### src/rtl/irr_pkg.sv
`timescale 1ns/1ps
package irr_pkg;

    localparam logic [7:0] SEL_OFS  = 8'h00;
    localparam logic [7:0] WIN_OFS  = 8'h10;
    localparam int unsigned ENT_BASE = 16;
    localparam logic [7:0] VER_CODE = 8'h11;

    typedef struct packed {
        logic [7:0]  dest;
        logic [38:0] rsv;
        logic        mask;
        logic        level;
        logic        remote;
        logic        polarity;
        logic        dstat;
        logic        dst_mode;
        logic [2:0]  dlv_mode;
        logic [7:0]  vector;
    } entry_t;

    localparam entry_t ENTRY_RST = '{mask: 1'b1, default: '0};

endpackage

### src/rtl/irr_bus_decode.sv
`timescale 1ns/1ps
module irr_bus_decode
    import irr_pkg::*;
#(
    parameter int NPINS  = 24,
    parameter int ADDR_W = 12,
    localparam int IDX_W = $clog2(NPINS)
) (
    input  logic              bus_wr,
    input  logic [ADDR_W-1:0] bus_addr,
    input  logic [3:0]        bus_size,
    input  logic [31:0]       sel_q,
    output logic              sel_we,
    output logic              id_we,
    output logic              ent_hit,
    output logic              ent_hi,
    output logic [IDX_W-1:0]  ent_idx,
    output logic [NPINS-1:0]  lo_we,
    output logic [NPINS-1:0]  hi_we
);
    localparam logic [31:0] ENT_END = 32'(ENT_BASE + 2 * NPINS);

    logic size_ok;
    logic win_we;

    always_comb begin
        size_ok = (bus_size == 4'd4) || (bus_size == 4'd8);
        sel_we  = bus_wr && size_ok && (bus_addr[7:0] == SEL_OFS);
        win_we  = bus_wr && size_ok && (bus_addr[7:0] == WIN_OFS);
        id_we   = win_we && (sel_q == 32'd0);
        ent_hit = (sel_q >= 32'(ENT_BASE)) && (sel_q < ENT_END);
        ent_hi  = sel_q[0];
        ent_idx = IDX_W'((sel_q - 32'(ENT_BASE)) >> 1);
    end

    for (genvar g = 0; g < NPINS; g++) begin : g_we
        always_comb begin
            lo_we[g] = win_we && ent_hit && !ent_hi && (ent_idx == IDX_W'(g));
            hi_we[g] = win_we && ent_hit &&  ent_hi && (ent_idx == IDX_W'(g));
        end
    end

endmodule

### src/rtl/irr_entry_bank.sv
`timescale 1ns/1ps
module irr_entry_bank
    import irr_pkg::*;
#(
    parameter int NPINS = 24
) (
    input  logic             clk,
    input  logic             rst_n,
    input  logic [NPINS-1:0] lo_we,
    input  logic [NPINS-1:0] hi_we,
    input  logic [31:0]      wdata,
    input  logic [NPINS-1:0] remote_set,
    input  logic [NPINS-1:0] remote_clr,
    output entry_t           ents [NPINS]
);

    for (genvar g = 0; g < NPINS; g++) begin : g_ent
        entry_t e_d, e_q;

        always_comb begin
            e_d = e_q;
            if (hi_we[g]) e_d[63:32] = wdata;
            if (lo_we[g]) e_d[31:0]  = wdata;
            // strobes act on the held flag; clear dominates set
            e_d.remote = (e_q.remote | remote_set[g]) & ~remote_clr[g];
            // a low-word rewrite re-arms the entry unconditionally
            if (lo_we[g]) e_d.remote = 1'b0;
        end

        always_ff @(posedge clk or negedge rst_n) begin
            if (!rst_n) e_q <= ENTRY_RST;
            else        e_q <= e_d;
        end

        assign ents[g] = e_q;
    end

endmodule

### src/rtl/irr_read_mux.sv
`timescale 1ns/1ps
module irr_read_mux
    import irr_pkg::*;
#(
    parameter int NPINS  = 24,
    parameter int ADDR_W = 12,
    localparam int IDX_W = $clog2(NPINS)
) (
    input  logic              bus_rd,
    input  logic [ADDR_W-1:0] bus_addr,
    input  logic [31:0]       sel_q,
    input  logic [3:0]        id_q,
    input  logic              ent_hit,
    input  logic              ent_hi,
    input  logic [IDX_W-1:0]  ent_idx,
    input  entry_t            ents [NPINS],
    output logic [31:0]       rdata
);
    localparam logic [31:0] VER_WORD = {8'h00, 8'(NPINS - 1), 8'h00, VER_CODE};

    logic [31:0] win_val;
    entry_t      pick;

    always_comb begin
        pick    = ents[ent_idx];
        win_val = '0;
        if (sel_q == 32'd1)
            win_val = VER_WORD;
        else if (sel_q == 32'd0 || sel_q == 32'd2)
            win_val = {4'h0, id_q, 24'h0};
        else if (ent_hit)
            win_val = ent_hi ? pick[63:32] : pick[31:0];

        rdata = '0;
        if (bus_rd) begin
            if (bus_addr[7:0] == SEL_OFS)      rdata = sel_q;
            else if (bus_addr[7:0] == WIN_OFS) rdata = win_val;
        end
    end

endmodule

### src/rtl/irq_route_regs.sv
`timescale 1ns/1ps
module irq_route_regs
    import irr_pkg::*;
#(
    parameter int NPINS  = 24,
    parameter int ADDR_W = 12,
    localparam int IDX_W = $clog2(NPINS)
) (
    input  logic               clk,
    input  logic               rst_n,
    input  logic               bus_wr,
    input  logic               bus_rd,
    input  logic [ADDR_W-1:0]  bus_addr,
    input  logic [3:0]         bus_size,
    input  logic [31:0]        bus_wdata,
    output logic [31:0]        bus_rdata,
    input  logic [NPINS-1:0]   remote_set,
    input  logic [NPINS-1:0]   remote_clr,
    output logic [NPINS*8-1:0] pin_vector,
    output logic [NPINS*3-1:0] pin_dlv_mode,
    output logic [NPINS-1:0]   pin_dst_mode,
    output logic [NPINS-1:0]   pin_polarity,
    output logic [NPINS-1:0]   pin_remote,
    output logic [NPINS-1:0]   pin_level,
    output logic [NPINS-1:0]   pin_mask,
    output logic [NPINS*8-1:0] pin_dest,
    output logic               upd_valid,
    output logic [IDX_W-1:0]   upd_index
);

    typedef struct packed {
        logic [31:0]      sel;
        logic [3:0]       id;
        logic             upd_v;
        logic [IDX_W-1:0] upd_i;
    } state_t;

    state_t st_d, st_q;

    logic             sel_we, id_we, ent_hit, ent_hi;
    logic [IDX_W-1:0] ent_idx;
    logic [NPINS-1:0] lo_we, hi_we;
    entry_t           ents [NPINS];

    irr_bus_decode #(.NPINS(NPINS), .ADDR_W(ADDR_W)) u_dec (
        .bus_wr   (bus_wr),
        .bus_addr (bus_addr),
        .bus_size (bus_size),
        .sel_q    (st_q.sel),
        .sel_we   (sel_we),
        .id_we    (id_we),
        .ent_hit  (ent_hit),
        .ent_hi   (ent_hi),
        .ent_idx  (ent_idx),
        .lo_we    (lo_we),
        .hi_we    (hi_we)
    );

    irr_entry_bank #(.NPINS(NPINS)) u_bank (
        .clk        (clk),
        .rst_n      (rst_n),
        .lo_we      (lo_we),
        .hi_we      (hi_we),
        .wdata      (bus_wdata),
        .remote_set (remote_set),
        .remote_clr (remote_clr),
        .ents       (ents)
    );

    irr_read_mux #(.NPINS(NPINS), .ADDR_W(ADDR_W)) u_rmux (
        .bus_rd   (bus_rd),
        .bus_addr (bus_addr),
        .sel_q    (st_q.sel),
        .id_q     (st_q.id),
        .ent_hit  (ent_hit),
        .ent_hi   (ent_hi),
        .ent_idx  (ent_idx),
        .ents     (ents),
        .rdata    (bus_rdata)
    );

    always_comb begin
        st_d       = st_q;
        st_d.upd_v = |(lo_we | hi_we);
        st_d.upd_i = st_d.upd_v ? ent_idx : '0;
        if (sel_we) st_d.sel = bus_wdata;
        if (id_we)  st_d.id  = bus_wdata[27:24];
    end

    always_ff @(posedge clk or negedge rst_n) begin
        if (!rst_n) st_q <= '0;
        else        st_q <= st_d;
    end

    assign upd_valid = st_q.upd_v;
    assign upd_index = st_q.upd_i;

    for (genvar g = 0; g < NPINS; g++) begin : g_pins
        assign pin_vector[g*8 +: 8]   = ents[g].vector;
        assign pin_dlv_mode[g*3 +: 3] = ents[g].dlv_mode;
        assign pin_dst_mode[g]        = ents[g].dst_mode;
        assign pin_polarity[g]        = ents[g].polarity;
        assign pin_remote[g]          = ents[g].remote;
        assign pin_level[g]           = ents[g].level;
        assign pin_mask[g]            = ents[g].mask;
        assign pin_dest[g*8 +: 8]     = ents[g].dest;
    end

endmodule

### config.mk
export PLATFORM = sky130hd
export DESIGN_NAME = irq_route_regs
export DESIGN_NICKNAME = d
export VERILOG_FILES = /design/src/rtl/irr_pkg.sv /design/src/rtl/irr_bus_decode.sv /design/src/rtl/irr_entry_bank.sv /design/src/rtl/irr_read_mux.sv /design/src/rtl/irq_route_regs.sv
export SDC_FILE = /design/constraint.sdc
export NUM_CORES = 2
export LEC_CHECK = 0
export BUFFER_PORTS_ARGS = -buffer_cell sky130_fd_sc_hd__buf_4
export CORE_AREA = 2 2 524 526
export CTS_BUF_LIST = sky130_fd_sc_hd__clkbuf_16
export DETAILED_ROUTE_END_ITERATION = 7
export DIE_AREA = 0 0 526 528
export PLACE_DENSITY = 0.58
export SLEW_MARGIN = 25
export SYNTH_ARGS = -nofsm -noshare
export SYNTH_HDL_FRONTEND = slang
export SYNTH_HIERARCHICAL = 1
export SYNTH_SLANG_ARGS = --single-unit
### constraint.sdc
create_clock -name clk -period 6.6 [get_ports clk]
set_input_delay 1.65 -clock clk [delete_from_list [all_inputs] [get_ports clk]]
set_output_delay 1.65 -clock clk [all_outputs]
set_load 0.05 [all_outputs]
==> flow_summary.yaml <==
worst_setup_path:
  r2r_cells: 6
  cp-end-kind: "output port"
  required_ps: 4950
  r2r_end: "u_bank/ents[639]$_DFFE_PN0P_"
  worstSetupStartpointType: "flip-flop"
  timing.critical_path.fanout_max: 68
  crit_type: "reg -> out"
  r2r_start: "st_q[12]$_DFFE_PN0P_"
  crit_arrival_ps: 4810
  ff2ff_setup_slack_ps: 2620
  crit_start: "st_q[12]$_DFFE_PN0P_"
synthesis:
  syn_nets: 5204
  yosys_warnings: 6
  syn_area_sq_um: 81410
  synth_flop_cell: "dfrtp_1"
  synth_edf_count: 0
  syn_inst: 5102
  async_flop_share: 1.000
  yosysTopAreaCell: "dfrtp_1"
  netlist.area_leader.share: 0.4777
  seq_area_frac_synth: 0.4854
  avgSynthCellArea_sq_um: 15.96
  ys_top_cells_by_area: "dfrtp_1, mux2_4, mux4_2"
  synth.distinct_cells: 71
  ys_ff_latch: 1578
finish:
  area_growth_pct: 15.39
  final_common_cell: "dfrtp_1"
  final_cell_area_sq_um: 93940
  mostFrequentLayoutCells: "dfrtp_1, mux2_4, buf_4, mux2i_1"
  final_nets: 5760
  drive_gt1_frac: 0.5284
  fin_util: 0.3448
timing:
  finalMaxSlewViolations: 0
  hold_ws_ps: 501.4
  rsz0062_at_grt: "false"
  fin_worst_skew_ps: 46.95
  period_needed_ps: 6463
  max_slew_margin: 0.1629
  fmax_mhz: 154.7
  tightest_slew_ps: 1248
  hold_viol: 0
  setup_tns_ps: 0
  setup_viol: 0
  setup_slack_ps: 136.9
  period_share: 0.9793
clock_tree:
  clkTransAtPathRegs_ps: 60
  clk_latency_ps: 880
  clock_sinks: 1578
  cts_resized: 1
  post_cts_buffers: 0
  cts_tree: "built"
  clk_path_buf_depth: 4
  cts_root_buf: "clkbuf_16"
  ctsHoldBuffers: 0
  cts_made_buffers: 188
  cts.htree.levels: 4
job:
  maxCapViolCount: 0
detailed_routing:
  drc_errors: 0
  wirelength_microns: 286500
  firstDrtPassIters: 5
  viasPerCell: 5.149
  num_vias: 48410
  drt_iter0_markers: 4163
  postRouteAntennaNets: 0
  wl_per_cell_microns: 30.47
global_routing:
  grt_pass1_wl_microns: 405300
  grtUsageTotal: 0.2010
  grt_max_degree: 169
  antenna_found_initial: 17
  grt-ovfl-total: 0
  grt_pass1_vias: 50320
placed_design:
  port_buffers: 709
  gp_congestion: 0.8717
  dpl.hpwl_microns: 193500
  dp_slack_ps: 605.5
  place_area_sq_um: 88130
power:
  p_leak_nw: 43.12
  cellPowerDensity_nw_per_um2: 216.9
  ir_worst_vdd_uv: 209.0
die:
  fp.dieH_microns: 528
  num_rows: 192
  ios: 714
  die_area_sq_um: 277700
  start_util: 0.2988
  core-area_sq_um: 272400
  die_w_microns: 526
min_path:
  hold_end: "u_bank/ents[1015]$_DFFE_PN0P_"
  min_from: "u_bank/ents[1015]$_DFFE_PN0P_"
  hold_class: "reg -> reg"
  holdPathStages: 1
outcome:
  outcome: "complete, no violations"
==> cell usage after synthesis, drive strengths merged (3+ instances only) <==
cell	n
o21ai	31
nand4b	3
a22oi	148
mux2	1621
a22o	12
a2111oi	25
a32oi	5
or4b	3
nor4	31
nand2	47
clkbuf	116
and4	8
nor3	40
dfstp	24
nor3b	3
or3b	6
nor2	122
and3	5
mux2i	275
nand4	37
or3	3
a31oi	6
a221oi	5
a21oi	24
nor2b	77
and2	8
mux4	184
and2b	4
a211oi	77
nand3	62
o22ai	49
a222oi	3
a221o	5
nand3b	9
inv	13
buf	425
dfrtp	1554
o2111ai	5
or4	7
==> registers in the layout (all words and copies together) (netlist names) <==
register / cells
upd_valid: 1
st_q: 36
u_bank/ents: 1536
upd_index: 5
==> layout make-up <==
| type | instances | area, sq um |
|---|---|---|
| multi-input combinational | 2970 | 36670 |
| sequential | 1578 | 39530 |
| tap | 3589 | 4491 |
| clock inverter | 150 | 1012 |
| antenna | 6 | 15.01 |
| clock buffer | 190 | 4755 |
| inverter | 13 | 48.80 |
| fill | 26140 | 178500 |
| timing repair buffer | 907 | 7416 |
==> metrics by stage <==
| step | total power, mW | std cells |
|---|---|---|
| global placement | 10.58 | 9056 |
| finish | 20.37 | 9403 |
| CTS | 20.62 | 9396 |
| detailed placement | 10.59 | 9056 |
| floorplan | 10.17 | 5102 |
| global route | 21.08 | 9398 |
==> report_power, final <==
part / switching, mW / internal [mW]
combinational: 0.565 / 0.138
sequential: 0.0170 / 9.69
clock: 4.47 / 5.49
total: 5.05 / 15.3
==> routing by layer <==
| metal | share of wire | global-route usage |
|---|---|---|
| met5 | 0.00024 | 0 |
| met4 | 0.036 | 0.06678 |
| met3 | 0.065 | 0.04214 |
| met2 | 0.46 | 0.3141 |
| met1 | 0.44 | 0.2761 |
==> kinds of logic after synthesis <==
logic type	synth area share
DFF	0.4854
and+or+nand+nor	0.03324
buffers and inverters	0.06982
muxes	0.3750
xor gates and xnor gates	0.0001076
adders and majority gates	0.0003073
AOI/OAI and AO/OA	0.03616
==> worst max-delay path by stage <==
| stage | end | slack [ps] | cells after the start |
|---|---|---|---|
| after global placement | bus_rdata[27] | 620 | 9 |
| after detailed placement | bus_rdata[27] | 610 | 9 |
| final | bus_rdata[18] | 140 | 8 |
| after CTS | bus_rdata[27] | 150 | 10 |
| after floorplan | bus_rdata[20] | 830 | 5 |
| after global routing | bus_rdata[18] | 2 | 8 |
==> critical path, stage by stage, from the launching register on <==
cell	delay, ps
dfrtp_4	810
buf_12	400
inv_1	310
nor3_1	680
a22oi_1	340
nand4_1	280
a21oi_1	110
o21ai_1	640
buf_4	330
(Power assumes the default switching activity.)
